==> src/rtl/crf_pkg.sv <==
package crf_pkg;
  localparam int CR_IDX_W   = 4;
  localparam int SPARE_BASE = 4;

  typedef enum logic [CR_IDX_W-1:0] {
    CR_STATUS = 4'd0,
    CR_COND   = 4'd1,
    CR_ISP    = 4'd2,
    CR_USP    = 4'd3,
    CR_SAVPC  = 4'd6,
    CR_SAVST2 = 4'd7,
    CR_SAVPC2 = 4'd8
  } cr_idx_e;

  localparam logic [7:0] SAVED_KEEP = 8'hC1;
  localparam logic [7:0] CUR_KEEP   = 8'hC0;

  // Packed status view: saved byte high, current byte low, flag in bit 0.
  function automatic logic [15:0] status_view(input logic [7:0] saved,
                                              input logic [7:0] cur,
                                              input logic       flag);
    status_view = {saved & SAVED_KEEP, (cur & CUR_KEEP) | {7'd0, flag}};
  endfunction

  function automatic logic [7:0] saved2_view(input logic [7:0] raw);
    saved2_view = raw & SAVED_KEEP;
  endfunction

  function automatic logic [31:0] pc_view(input logic [31:0] raw);
    pc_view = {raw[31:1], 1'b0};
  endfunction
endpackage

==> src/rtl/crf_status.sv <==
module crf_status
  import crf_pkg::*;
#(
  parameter int XLEN = 32
) (
  input  logic                clk,
  input  logic                rst_n,
  input  logic                wr_status,
  input  logic                wr_flag,
  input  logic [15:0]         wr_lo,
  output logic                stack_mode,
  output logic                mode_up,
  output logic                mode_down,
  output logic [XLEN-1:0]     status_rd,
  output logic [XLEN-1:0]     flag_rd
);
  logic [7:0] saved_q;
  logic [7:0] cur_q;
  logic       flag_q;

  always_ff @(posedge clk or negedge rst_n) begin
    if (!rst_n) begin
      saved_q <= '0;
      cur_q   <= '0;
      flag_q  <= 1'b0;
    end else if (wr_status) begin
      saved_q <= wr_lo[15:8];
      cur_q   <= wr_lo[7:0];
      flag_q  <= wr_lo[0];
    end else if (wr_flag) begin
      flag_q  <= wr_lo[0];
    end
  end

  assign stack_mode = cur_q[7];
  assign mode_up    = wr_status &  wr_lo[7] & ~cur_q[7];
  assign mode_down  = wr_status & ~wr_lo[7] &  cur_q[7];
  assign status_rd  = XLEN'(status_view(saved_q, cur_q, flag_q));
  assign flag_rd    = XLEN'(flag_q);

  assert_status_load_R3: assert property (@(posedge clk) disable iff (!rst_n)
    wr_status |=> (status_rd[15:8] == ($past(wr_lo[15:8]) & 8'hC1)) &&
                  (status_rd[0] == $past(wr_lo[0])) &&
                  (stack_mode == $past(wr_lo[7])));

  assert_flag_write_R4: assert property (@(posedge clk) disable iff (!rst_n)
    (wr_flag && !wr_status) |=> (flag_rd == XLEN'($past(wr_lo[0]))) &&
                                $stable(stack_mode));

  assert_status_shape_R2: assert property (@(posedge clk) disable iff (!rst_n)
    ((status_rd & ~XLEN'(16'hC1C1)) == '0) && (status_rd[0] == flag_rd[0]));
endmodule

==> src/rtl/crf_stack_bank.sv <==
module crf_stack_bank #(
  parameter int XLEN = 32
) (
  input  logic            clk,
  input  logic            rst_n,
  input  logic            stack_mode,
  input  logic            mode_up,
  input  logic            mode_down,
  input  logic            wr_isp,
  input  logic            wr_usp,
  input  logic [XLEN-1:0] wr_data,
  input  logic            sp_wr_en,
  input  logic [XLEN-1:0] sp_wr_data,
  output logic [XLEN-1:0] sp_q,
  output logic [XLEN-1:0] isp_view,
  output logic [XLEN-1:0] usp_view
);
  logic [XLEN-1:0] live_q;
  logic [XLEN-1:0] isp_bank_q;
  logic [XLEN-1:0] usp_bank_q;
  logic [XLEN-1:0] live_eff;
  logic            live_hit;

  // Value the live pointer would carry after a register-file write alone.
  assign live_eff = sp_wr_en ? sp_wr_data : live_q;
  // A control write addressed at the active mode's slot.
  assign live_hit = (wr_isp & stack_mode) | (wr_usp & ~stack_mode);

  always_ff @(posedge clk or negedge rst_n) begin
    if (!rst_n) begin
      live_q     <= '0;
      isp_bank_q <= '0;
      usp_bank_q <= '0;
    end else if (mode_up) begin
      usp_bank_q <= live_eff;
      live_q     <= isp_bank_q;
    end else if (mode_down) begin
      isp_bank_q <= live_eff;
      live_q     <= usp_bank_q;
    end else begin
      if (live_hit)      live_q <= wr_data;
      else if (sp_wr_en) live_q <= sp_wr_data;
      if (wr_isp && !stack_mode) isp_bank_q <= wr_data;
      if (wr_usp &&  stack_mode) usp_bank_q <= wr_data;
    end
  end

  assign sp_q     = live_q;
  assign isp_view = stack_mode ? live_q : isp_bank_q;
  assign usp_view = stack_mode ? usp_bank_q : live_q;

  assert_swap_up_R5: assert property (@(posedge clk) disable iff (!rst_n)
    mode_up |=> (usp_bank_q == $past(live_eff)) && (live_q == $past(isp_bank_q)));

  assert_swap_down_R6: assert property (@(posedge clk) disable iff (!rst_n)
    mode_down |=> (isp_bank_q == $past(live_eff)) && (live_q == $past(usp_bank_q)));

  assert_banks_hold_R7: assert property (@(posedge clk) disable iff (!rst_n)
    (!mode_up && !mode_down && !wr_isp && !wr_usp) |=>
      $stable(isp_bank_q) && $stable(usp_bank_q));

  assert_live_prio_R13: assert property (@(posedge clk) disable iff (!rst_n)
    (live_hit && !mode_up && !mode_down) |=> (sp_q == $past(wr_data)));
endmodule

==> src/rtl/crf_plain.sv <==
module crf_plain
  import crf_pkg::*;
#(
  parameter int XLEN   = 32,
  parameter int NSPARE = 2
) (
  input  logic                clk,
  input  logic                rst_n,
  input  logic                wr_en,
  input  logic [CR_IDX_W-1:0] wr_idx,
  input  logic [XLEN-1:0]     wr_data,
  output logic [XLEN-1:0]     savpc_view,
  output logic [XLEN-1:0]     savpc2_view,
  output logic [XLEN-1:0]     savst2_view,
  output logic [XLEN-1:0]     spare_view [NSPARE]
);
  logic [XLEN-1:0] savpc_q;
  logic [XLEN-1:0] savpc2_q;
  logic [7:0]      savst2_q;

  always_ff @(posedge clk or negedge rst_n) begin
    if (!rst_n) begin
      savpc_q  <= '0;
      savpc2_q <= '0;
      savst2_q <= '0;
    end else if (wr_en) begin
      if (wr_idx == CR_SAVPC)  savpc_q  <= wr_data;
      if (wr_idx == CR_SAVPC2) savpc2_q <= wr_data;
      if (wr_idx == CR_SAVST2) savst2_q <= wr_data[7:0];
    end
  end

  for (genvar i = 0; i < NSPARE; i++) begin : g_spare
    logic [XLEN-1:0] slot_q;
    always_ff @(posedge clk or negedge rst_n) begin
      if (!rst_n)
        slot_q <= '0;
      else if (wr_en && wr_idx == CR_IDX_W'(SPARE_BASE + i))
        slot_q <= wr_data;
    end
    assign spare_view[i] = slot_q;

    assert_spare_store_R11: assert property (@(posedge clk) disable iff (!rst_n)
      (wr_en && wr_idx == CR_IDX_W'(SPARE_BASE + i)) |=> (spare_view[i] == $past(wr_data)));
  end

  assign savpc_view  = XLEN'(pc_view(32'(savpc_q)));
  assign savpc2_view = XLEN'(pc_view(32'(savpc2_q)));
  assign savst2_view = XLEN'(saved2_view(savst2_q));

  assert_pc_bit0_R9: assert property (@(posedge clk) disable iff (!rst_n)
    (savpc_view[0] == 1'b0) && (savpc2_view[0] == 1'b0));

  assert_savst2_mask_R10: assert property (@(posedge clk) disable iff (!rst_n)
    (wr_en && wr_idx == CR_SAVST2) |=> (savst2_view == XLEN'($past(wr_data[7:0]) & 8'hC1)));
endmodule

==> src/rtl/ctrl_reg_file.sv <==
module ctrl_reg_file
  import crf_pkg::*;
#(
  parameter int XLEN   = 32,
  parameter int NSPARE = 2
) (
  input  logic                clk,
  input  logic                rst_n,
  input  logic [CR_IDX_W-1:0] rd_idx,
  output logic [XLEN-1:0]     rd_data,
  input  logic                wr_en,
  input  logic [CR_IDX_W-1:0] wr_idx,
  input  logic [XLEN-1:0]     wr_data,
  input  logic                sp_wr_en,
  input  logic [XLEN-1:0]     sp_wr_data,
  output logic [XLEN-1:0]     sp_q
);
  localparam int LAST_IMPL = 8;

  logic            wr_status, wr_flag, wr_isp, wr_usp;
  logic            stack_mode, mode_up, mode_down;
  logic [XLEN-1:0] status_rd, flag_rd, isp_view, usp_view;
  logic [XLEN-1:0] savpc_view, savpc2_view, savst2_view;
  logic [XLEN-1:0] spare_view [NSPARE];

  assign wr_status = wr_en && (wr_idx == CR_STATUS);
  assign wr_flag   = wr_en && (wr_idx == CR_COND);
  assign wr_isp    = wr_en && (wr_idx == CR_ISP);
  assign wr_usp    = wr_en && (wr_idx == CR_USP);

  crf_status #(.XLEN(XLEN)) u_status (
    .clk(clk), .rst_n(rst_n),
    .wr_status(wr_status), .wr_flag(wr_flag), .wr_lo(wr_data[15:0]),
    .stack_mode(stack_mode), .mode_up(mode_up), .mode_down(mode_down),
    .status_rd(status_rd), .flag_rd(flag_rd)
  );

  crf_stack_bank #(.XLEN(XLEN)) u_stack (
    .clk(clk), .rst_n(rst_n),
    .stack_mode(stack_mode), .mode_up(mode_up), .mode_down(mode_down),
    .wr_isp(wr_isp), .wr_usp(wr_usp), .wr_data(wr_data),
    .sp_wr_en(sp_wr_en), .sp_wr_data(sp_wr_data),
    .sp_q(sp_q), .isp_view(isp_view), .usp_view(usp_view)
  );

  crf_plain #(.XLEN(XLEN), .NSPARE(NSPARE)) u_plain (
    .clk(clk), .rst_n(rst_n),
    .wr_en(wr_en), .wr_idx(wr_idx), .wr_data(wr_data),
    .savpc_view(savpc_view), .savpc2_view(savpc2_view),
    .savst2_view(savst2_view), .spare_view(spare_view)
  );

  always_comb begin
    rd_data = '0;
    case (rd_idx)
      CR_STATUS: rd_data = status_rd;
      CR_COND:   rd_data = flag_rd;
      CR_ISP:    rd_data = isp_view;
      CR_USP:    rd_data = usp_view;
      CR_SAVPC:  rd_data = savpc_view;
      CR_SAVST2: rd_data = savst2_view;
      CR_SAVPC2: rd_data = savpc2_view;
      default: begin
        for (int i = 0; i < NSPARE; i++)
          if (rd_idx == CR_IDX_W'(SPARE_BASE + i)) rd_data = spare_view[i];
      end
    endcase
  end

  assert_unimpl_zero_R12: assert property (@(posedge clk) disable iff (!rst_n)
    (int'(rd_idx) > LAST_IMPL) |-> (rd_data == '0));

  assert_active_slot_R8: assert property (@(posedge clk) disable iff (!rst_n)
    ((rd_idx == CR_ISP && stack_mode) || (rd_idx == CR_USP && !stack_mode)) |->
      (rd_data == sp_q));
endmodule

==> config.mk <==
export PLATFORM = sky130hd
export DESIGN_NAME = ctrl_reg_file
export DESIGN_NICKNAME = d
export VERILOG_FILES = /design/src/rtl/crf_pkg.sv /design/src/rtl/crf_status.sv /design/src/rtl/crf_stack_bank.sv /design/src/rtl/crf_plain.sv /design/src/rtl/ctrl_reg_file.sv
export SDC_FILE = /design/constraint.sdc
export NUM_CORES = 1
export LEC_CHECK = 0
export ABC_AREA = 1
export CAP_MARGIN = 20
export CORE_UTILIZATION = 40
export CTS_CLUSTER_SIZE = 12
export DETAILED_ROUTE_END_ITERATION = 16
export GPL_TIMING_DRIVEN = 0
export PLACE_DENSITY = 0.57
export SYNTH_ARGS = -nofsm -noshare
export SYNTH_HDL_FRONTEND = slang
export SYNTH_HIERARCHICAL = 1
export SYNTH_SLANG_ARGS = --single-unit
==> constraint.sdc <==
create_clock -name clk -period 5.2 [get_ports clk]
set_input_delay 1.56 -clock clk [delete_from_list [all_inputs] [get_ports clk]]
set_output_delay 1.56 -clock clk [all_outputs]
set_load 0.02 [all_outputs]
Word-level counts from Yosys, hierarchy flattened
Cells that the tools add are included.
{"block": "word_totals", "ff_bits": 249, "input_bits": 76, "elab_cells": 74}
{"block": "op_classes", "eq_ne": 17, "muxes": 16, "n_bitwise": 11, "reduce_logical": 19}
{"operator": "32-bit two-way mux", "count": 13}
{"operator": "32-bit case mux with 7 select lines", "count": 1}
{"operator": "4-bit by 3-bit equality test with 1-bit output, second input constant", "count": 8}
{"operator": "4-bit by 2-bit equality test with 1-bit output, second input constant", "count": 4}
{"operator": "2-bit AND reduction", "count": 5}
{"operator": "4-bit by 1-bit equality test with 1-bit output, second input constant", "count": 2}
{"operator": "4-bit equality test, second input constant", "count": 2}
{"operator": "1-bit logical AND", "count": 8}
{"operator": "4-bit zero test", "count": 2}
{"operator": "8-bit by 1-bit bitwise OR with 8-bit output", "count": 1}
{"operator": "1-bit bitwise AND", "count": 6}
{"operator": "2-bit nonzero test", "count": 3}
{"operator": "1-bit NOT", "count": 3}
{"operator": "1-bit two-way mux", "count": 2}
{"operator": "2-bit inequality test, second input constant", "count": 1}
{"operator": "1-bit zero test", "count": 1}
{"operator": "1-bit bitwise OR", "count": 1}

Logic depth before layout (Yosys ltp)
Gate-level depths: netlist of run 1.
{"block": "depth", "word_depth": 7, "depth_mapped": 14, "mapped_depth_nobuf": 11}

Cells and area by module
The synthesis of run 1 kept the hierarchy.
{"mod": "crf_stack_bank", "n_inst": 1, "cells_per_inst": 951, "area_per_inst_um2": 6185.9}
{"mod": "crf_plain", "n_inst": 1, "cells_per_inst": 610, "area_per_inst_um2": 5502.8}
{"mod": "ctrl_reg_file", "n_inst": 1, "cells_per_inst": 653, "area_per_inst_um2": 2910.3}
{"mod": "crf_status", "n_inst": 1, "cells_per_inst": 90, "area_per_inst_um2": 709.4}

Least setup slack after synthesis of run 1
Ideal clock, no wire load.
{"block": "synth_path", "path_kind": "input to output", "start": "input rd_idx[3]", "end": "output rd_data[17]", "t_arrival_ns": 2.495, "path_slack_ns": 1.145, "stages": 7, "cell_sequence": "nor2_1 buf_2 clkbuf_1 nand3_1 nand2_1 nor2_1 nand3_1"}
{"block": "synth_via", "elab_chain_len": 4, "word_cells_on_any_way": 12, "cone_classes": "8 x eq/ne; 3 x mux; 1 x reduce/logical"}
{"element": "start, declared", "line_no": "ctrl_reg_file.sv:9", "rtl": "input logic [CR_IDX_W-1:0] rd_idx,"}
{"element": "4-bit by 3-bit equality test with 1-bit output", "line_no": "ctrl_reg_file.sv:65", "rtl": "if (rd_idx == CR_IDX_W'(SPARE_BASE + i)) rd_data = spare_view[i];"}
{"element": "32-bit two-way mux (2 in series)", "line_no": "ctrl_reg_file.sv:65"}
{"element": "32-bit case mux with 7 select lines *", "line_no": "ctrl_reg_file.sv:55", "rtl": "case (rd_idx)"}
{"element": "end, declared", "line_no": "ctrl_reg_file.sv:10", "rtl": "output logic [XLEN-1:0] rd_data,"}
Every way passes the cells marked *; elsewhere a longest branch is shown, timed or not.

Final worst setup path of run 1
{"block": "layout_path", "start": "input rd_idx[1]", "end": "output rd_data[27]"}
The elaborated chain is that of the path after synthesis.

==> parameters.txt, run 1 <==
Parameter                              Value

Cells and area
  Diode count ... 0
  Most common cell after layout, fill and taps aside ... nand2_1
  Nets ... 2645
  Filler Cells Inserted ... 3978
  Share of post-route cells with drive strength above 1 ... 12.2%
  Synth-to-layout area growth ... 22.9%
  Commonest cells after routing, fill and taps aside ... nand2_1 (885), nand3_1 (546), dfrtp_1 (231), buf_4 (138), inv_1 (111)

Global routing
  Antenna violations before repair ... 0
  Wire length of the first global-routing pass ... 89300 um
  Remaining global-route overflow ... 0
  Number of global-route vias before repair ... 15400
  Combined global-route utilization of all metal layers ... 30.1%
  Maximum number of pins on one net before global-route repair ... 87

Hold path
  Hold crit path type ... flip-flop to flip-flop

Drt
  Total Wirelength ... 58000 um
  Post-detailed-route DRC marker count ... 0
  Number of nets still failing antenna checks after routing ... 0
  Wirelength per Cell ... 18.7 um
  Via-per-instance ratio ... 5.16
  Detailed-routing iteration count for the pre-antenna-repair pass ... 6
  Via count of the routed design ... 16000
  Violation count after the first detailed-route iteration ... 1488

Yosys
  Avg Synthesized Cell Area ... 6.64 sq um
  Number of synthesized flops with an enable pin ... 0
  Async set-reset flop share out of synthesis ... 100%
  Number of warnings issued by yosys ... 6
  Sequential cell area fraction in the yosys report ... 37.8%
  Synthesized instance count ... 2304
  Post-synthesis sequential element count ... 231
  Cell variety after synth ... 28
  Synth Flop Type ... dfrtp_1
  Mapped cell area ... 15300 sq um

Die
  Number of rows created at floorplan ... 71
  Die span in y ... 198 um
  Die ar. ... 39100 sq um
  Initial Util ... 40.6%
  Core area ... 37700 sq um
  X dimension of the die ... 198 um
  Number of top-level design ports ... 140

Power and ir drop
  Areal power density over the cells ... 342 nW/um^2
  Leakage power of the design ... 0.0102 uW
  Worst supply voltage drop on vdd ... 256 uV

Clock tree
  Number of levels in the clock H-tree ... 1
  CTS root buf ... clkbuf_16
  Buffer levels on the longest clock path ... 3
  Cts bufs inserted ... 28
  CTS tree ... done
  Clock sink total ... 231
  Clk pin slew, worst setup/hold paths ... 0.06 ns
  Clk Latency, worst-skew pair ... 0.56 ns
  Hold-fix buffers, CTS ... 0

Timing
  Final number of setup-violating endpoints ... 0
  Fraction of the cycle the final worst path needs ... 99.2%
  Relative slew slack ... 44.1%
  Fmax achieved ... 194 MHz
  Post-route worst hold slack ... 0.467 ns
  Setup skew after layout ... 0.0194 ns
  Final number of hold-violating endpoints ... 0
  Worst-Margin Slew ... 0.839 ns
  Fin crit period ... 5.16 ns
  Fin. max-slew vios ... 0
  Worst-case setup margin in the final layout ... 0.0397 ns

Critical path
  Critical Path Sink Type ... primary output
  Slowest Stage Delay on Critical Path ... 0.52 ns
  Crit path buffers/inverters ... 5
  Crit path DAT ... 3.60 ns
  Register-to-register path setup slack ... 3.14 ns
  Largest delay contributor family on the critical path ... buffers and inverters
  Required time reported for the critical path endpoint ... 3.64 ns
  Most frequent cell on the critical path ... nand3_1
  Ordered list of cells on the worst path ... clkdlybuf4s50_1 -> inv_2 -> nor2_4 -> buf_12 -> buf_4 -> nand3_1 -> nand2_1 -> nor2_1 -> nand3_1 -> dlygate4sd2_1
  Slowest cell on crit path ... clkdlybuf4s50_1
  WS Path Type ... input pin to primary output
  Critical path startpoint category ... input pin
  Worst-path fanout max ... 10

Place
  Weighted congestion at the end of routability-driven global placement ... 0.908
  Worst Setup Slack post-DPL ... -0.534 ns
  Detail Placement HPWL ... 43200 um
  Port buffer count ... 138

Flow run
  Number of maximum-capacitance constraint violations ... 0

Outcome
  Outcome ... finished, final reports clean
==> synthesized netlist by cell type (3+ instances only) <==
library cell / count / area share (%)
inv_1: 111 / 2.7
buf_4: 110 / 5.4
nand2_1: 886 / 22
nor2_1: 107 / 2.6
inv_2: 6 / 0.15
a21oi_1: 32 / 1.0
nor2_2: 4 / 0.16
buf_2: 99 / 3.2
nand4_1: 31 / 1.3
o211ai_1: 31 / 1.5
nand2_4: 4 / 0.29
buf_1: 6 / 0.15
dfrtp_1: 231 / 38
clkbuf_1: 32 / 0.78
nor4_1: 4 / 0.16
nand3_1: 546 / 18
o21ai_1: 3 / 0.098
nor2_4: 3 / 0.22
buf_6: 14 / 1.0
o21ai_0: 33 / 1.1
==> through the flow <==
step,TNS [ns],instances,utilization (%),area (sq um),power [uW]
2_1_floorplan,0,2390,-,15600,3640
3_3_place_gp,-1845.42,3039,46.9,17700,4380
3_5_place_dp,-12.29,3041,47.0,17700,4410
4_1_cts,-0.0497,3099,49.9,18800,6440
5_1_grt,-0.0127,3099,49.9,18800,6800
6_report,0,3099,49.9,18800,6430
==> flip-flops by register name, indices dropped and copies added, names as in the netlist <==
register,flops
u_status/cur_q,2
u_plain/g_spare.slot_q,64
u_status/saved_q,3
u_plain/savpc2_q,31
u_stack/isp_bank_q,32
u_stack/usp_bank_q,32
u_status/flag_q,1
u_plain/savst2_q,3
u_stack/sp_q,32
u_plain/savpc_q,31
==> final timing paths <==
path,startpoint,to,depth (start not counted)
max,rd_idx[1],rd_data[27],10
min,u_plain/savpc2_q[4],u_plain/savpc2_q[4],2
max reg2reg,u_status/cur_q[7],u_stack/isp_bank_q[13],7
min reg2reg,u_plain/savpc2_q[4],u_plain/savpc2_q[4],2
max in group asynchronous,rst_n,u_status/saved_q[0],3
min in group asynchronous,rst_n,u_plain/savpc_q[18],1
==> metal layers <==
layer | up-vias | part of all wire, % | GRT usage (%)
met2 | 634 | 47 | 50.1
met1 | 7459 | 44 | 40.4
met5 | - | 0 | 0
met4 | 0 | 2.4 | 9.70
met3 | 90 | 7.1 | 3.77
li1 | 7798 | - | -
==> logic make-up after synthesis <==
| family | Yosys count | synth area share [%] |
|---|---|---|
| other cells | 2 | 0.0491 |
| buf+inv | 381 | 13.6 |
| flops | 231 | 37.8 |
| compound gates | 99 | 3.74 |
| simple gates | 1591 | 44.8 |
==> power by group <==
part,switching [uW],internal (uW),total [uW]
Combinational,1160,686,1840
Clock,798,1230,2030
Sequential,327,2240,2560
Total,2280,4150,6430
==> tightest hold or removal path: cells and delay by family, from the launching register on <==
kind	cells	cell delay, ns
flip-flops	1	0.34
AND/OR/NAND/NOR	2	0.09
==> what timing repair did <==
action | CTS | global route
resized for setup | 66 | 6
buffers inserted | 9 | 0
setup endpoints to repair | 32 | 4
pin swaps | 2 | 0
gates cloned | 0 | 0
==> area by class of cell <==
type | instances | area (sq um) | area share, %
well taps | 511 | 639 | 3.40
clock inverters | 11 | 136 | 0.725
multi-input cells | 1778 | 7780 | 41.4
repair buffers | 149 | 1500 | 7.98
inverters | 120 | 463 | 2.46
plain buffers | 261 | 1700 | 9.04
clock buffers | 38 | 810 | 4.30
flip-flops and latches | 231 | 5780 | 30.7
No activity file was read; power rests on OpenSTA's default activity.
==> inputs of run 2 (changes only) <==
MAX_ROUTING_LAYER = met4   (was not set)
REMOVE_ABC_BUFFERS = 1   (was not set)
==> parameters.txt, run 2 (same netlist as run 1, synthesis figures left out) <==
Parameter                              Value

Timing
  Final number of hold-violating endpoints ... 0 (unchanged)
  Sum Neg Setup Slack ... 0 ns (unchanged)
  RSZ-0062 raised after global routing ... false
  Worst-Margin Slew ... 1.13 ns (was 0.839 ns)
  Relative slew slack ... 24.4% (was 44.1%)
  Fraction of the cycle the final worst path needs ... 97.5% (was 99.2%)
  Fin crit period ... 5.07 ns (was 5.16 ns)
  Worst-case setup margin in the final layout ... 0.132 ns (was 0.0397 ns)
  Fin. max-slew vios ... 0 (unchanged)
  Final number of setup-violating endpoints ... 0 (unchanged)
  Fmax achieved ... 197 MHz (was 194 MHz)
  Setup skew after layout ... 0.00591 ns (was 0.0194 ns)

Clock tree
  CTS tree ... done (unchanged)
  Clock sink total ... 231 (unchanged)
  Number of levels in the clock H-tree ... 1 (unchanged)
  Clk pin slew, worst setup/hold paths ... 0.06 ns (about the same)
  Cts bufs inserted ... 29 (was 28)
  Hold-fix buffers, CTS ... 0 (unchanged)
  CTS root buf ... clkbuf_16 (unchanged)
  Buffer levels on the longest clock path ... 3 (unchanged)
  Clk Latency, worst-skew pair ... 0.55 ns (was 0.56 ns)

Drt
  Via count of the routed design ... 15400 (was 16000)
  Violation count after the first detailed-route iteration ... 1470 (was 1488)
  Detailed-routing iteration count for the pre-antenna-repair pass ... 5 (was 6)
  Total Wirelength ... 54400 um (was 58000 um)
  Wirelength per Cell ... 18.8 um (was 18.7 um)
  Post-detailed-route DRC marker count ... 0 (unchanged)
  Number of nets still failing antenna checks after routing ... 0 (unchanged)
  Via-per-instance ratio ... 5.32 (was 5.16)

Global routing
  Wire length of the first global-routing pass ... 83400 um (was 89300 um)
  Maximum number of pins on one net before global-route repair ... 112 (was 87)
  Remaining global-route overflow ... 0 (unchanged)
  Combined global-route utilization of all metal layers ... 28.8% (was 30.1%)
  Number of global-route vias before repair ... 14100 (was 15400)
  Antenna violations before repair ... 3 (was 0)

Cells and area
  Number of cells in the finished layout apart from fillers ... 2887 (was 3099)
  Register name with the most flops ... u_plain/g_spare.slot_q (unchanged)
  Nets ... 2430 (was 2645)
  Post-layout utilization of the core ... 48.2% (was 49.9%)
  Max reg flops ... 64 (unchanged)
  Commonest cells after routing, fill and taps aside ... nand2_1 (883), nand3_1 (545), dfrtp_1 (230), inv_1 (111), clkdlybuf4s50_1 (104) (was nand2_1 (885), nand3_1 (546), dfrtp_1 (231), buf_4 (138), inv_1 (111))
  Share of post-route cells with drive strength above 1 ... 6.15% (was 12.2%)
  Most common cell after layout, fill and taps aside ... nand2_1 (unchanged)
  Synth-to-layout area growth ... 18.6% (was 22.9%)

Hold path
  Cell depth of the worst hold path ... 2 (unchanged)
  Hold crit path type ... flip-flop to flip-flop (unchanged)
  Startpoint of the worst hold path ... u_plain/savpc2_q[11] (was u_plain/savpc2_q[4])
  Endpoint of the worst hold path ... u_plain/savpc2_q[11] (was u_plain/savpc2_q[4])

Place
  Port buffer count ... 139 (was 138)
  Placed insts ... 2817 (was 3041)
  Worst Setup Slack post-DPL ... -0.765 ns (was -0.534 ns)
  Weighted congestion at the end of routability-driven global placement ... 0.790 (was 0.908)
  Detail Placement HPWL ... 31100 um (was 43200 um)

Critical path
  Worst reg2reg path endpoint ... u_stack/isp_bank_q[30] (was u_stack/isp_bank_q[13])
  Critical path startpoint category ... input pin (unchanged)
  Required time reported for the critical path endpoint ... 3.64 ns (about the same)
  Number of cells traversed by the worst register-to-register path ... 9 (was 7)
  Crit path DAT ... 3.51 ns (was 3.60 ns)
  Startpoint of the worst-slack reg-to-reg timing path ... u_status/cur_q[7] (unchanged)
  Worst-path fanout max ... 32 (was 10)
  Register-to-register path setup slack ... 1.53 ns (was 3.14 ns)
  Critical Path Sink Type ... primary output (unchanged)
  WS Path Type ... input pin to primary output (unchanged)

Power and ir drop
  Areal power density over the cells ... 343 nW/um^2 (was 342 nW/um^2)
  Leakage power of the design ... 0.00945 uW (was 0.0102 uW)
  Worst supply voltage drop on vdd ... 265 uV (was 256 uV)

Die
  X dimension of the die ... 198 um (unchanged)
  Core area ... 37700 sq um (unchanged)
  Die span in y ... 198 um (unchanged)
  Initial Util ... 40.6% (unchanged)
  Die ar. ... 39100 sq um (unchanged)
  Number of top-level design ports ... 140 (unchanged)
  Number of rows created at floorplan ... 71 (unchanged)

Outcome
  Outcome ... finished, final reports clean (unchanged)

Flow run
  Number of maximum-capacitance constraint violations ... 0 (unchanged)
## run 2: final cells by class
| type | count | area (sq um) |
|---|---|---|
| tap | 511 | 639 |
| fill | 3875 | 19500 |
| inverter | 120 | 492 |
| timing repair buffer | 191 | 2450 |
| clock inverter | 8 | 43.8 |
| multi-input combinational | 1780 | 7890 |
| timing repair inverter | 1 | 8.76 |
| antenna | 3 | 7.51 |
| sequential | 231 | 5780 |
| clock buffer | 42 | 845 |
## run 2: metal layers
layer / up-vias / share of wire [%] / track usage (%)
li1: 7361 / - / -
met1: 7244 / 44 / 39.3
met2: 655 / 45 / 44.5
met3: 91 / 8.7 / 4.63
met4: 0 / 2.7 / 7.03
met5: - / 0 / -
## run 2: where the power goes
group          total (uW)  switching (uW)  leakage, uW  internal, uW
Sequential           2550             311      0.00291          2240
Clock                1920             805     0.000447          1110
Combinational        1760            1110      0.00609           654
Total                6230            2230      0.00945          4000
## run 2: critical path: stages
cell,delay (ns)
clkdlybuf4s15_1,0.35
nand2_2,0.24
bufinv_16,0.37
nand3_1,0.11
nand2_1,0.09
nor2_1,0.05
nand3_1,0.10
clkdlybuf4s50_1,0.62
## run 2: timing repair
| action | 4_1_cts | 5_1_grt |
|---|---|---|
| gates resized for setup | 55 | 4 |
| buffers inserted | 8 | 2 |
| pin swaps | 6 | 1 |
| endpoints found under the hold margin | 0 | 0 |
| setup endpoints to repair | 64 | 36 |
| gates cloned | 5 | 2 |
## run 2: worst max-delay path by stage
stage	from	end	slack, ns
floorplan	wr_idx[3]	u_stack/isp_bank_q[30]	-2.62
global placement	wr_en	u_stack/isp_bank_q[30]	-9.44
detailed placement	wr_idx[2]	u_stack/isp_bank_q[30]	-0.77
CTS	rd_idx[0]	rd_data[0]	0.01
global route	rd_idx[1]	rd_data[0]	0.03
finish	rd_idx[1]	rd_data[0]	0.13
## run 2: stage by stage
stage               hold WS (ns)  total power, uW  instance area, sq um
floorplan                  0.442             3500                 14000
global route               0.484             6600                 18100
detailed placement         0.458             4300                 17000
finish                     0.468             6230                 18100
CTS                        0.472             6240                 18100
global placement           0.453             4190                 16000
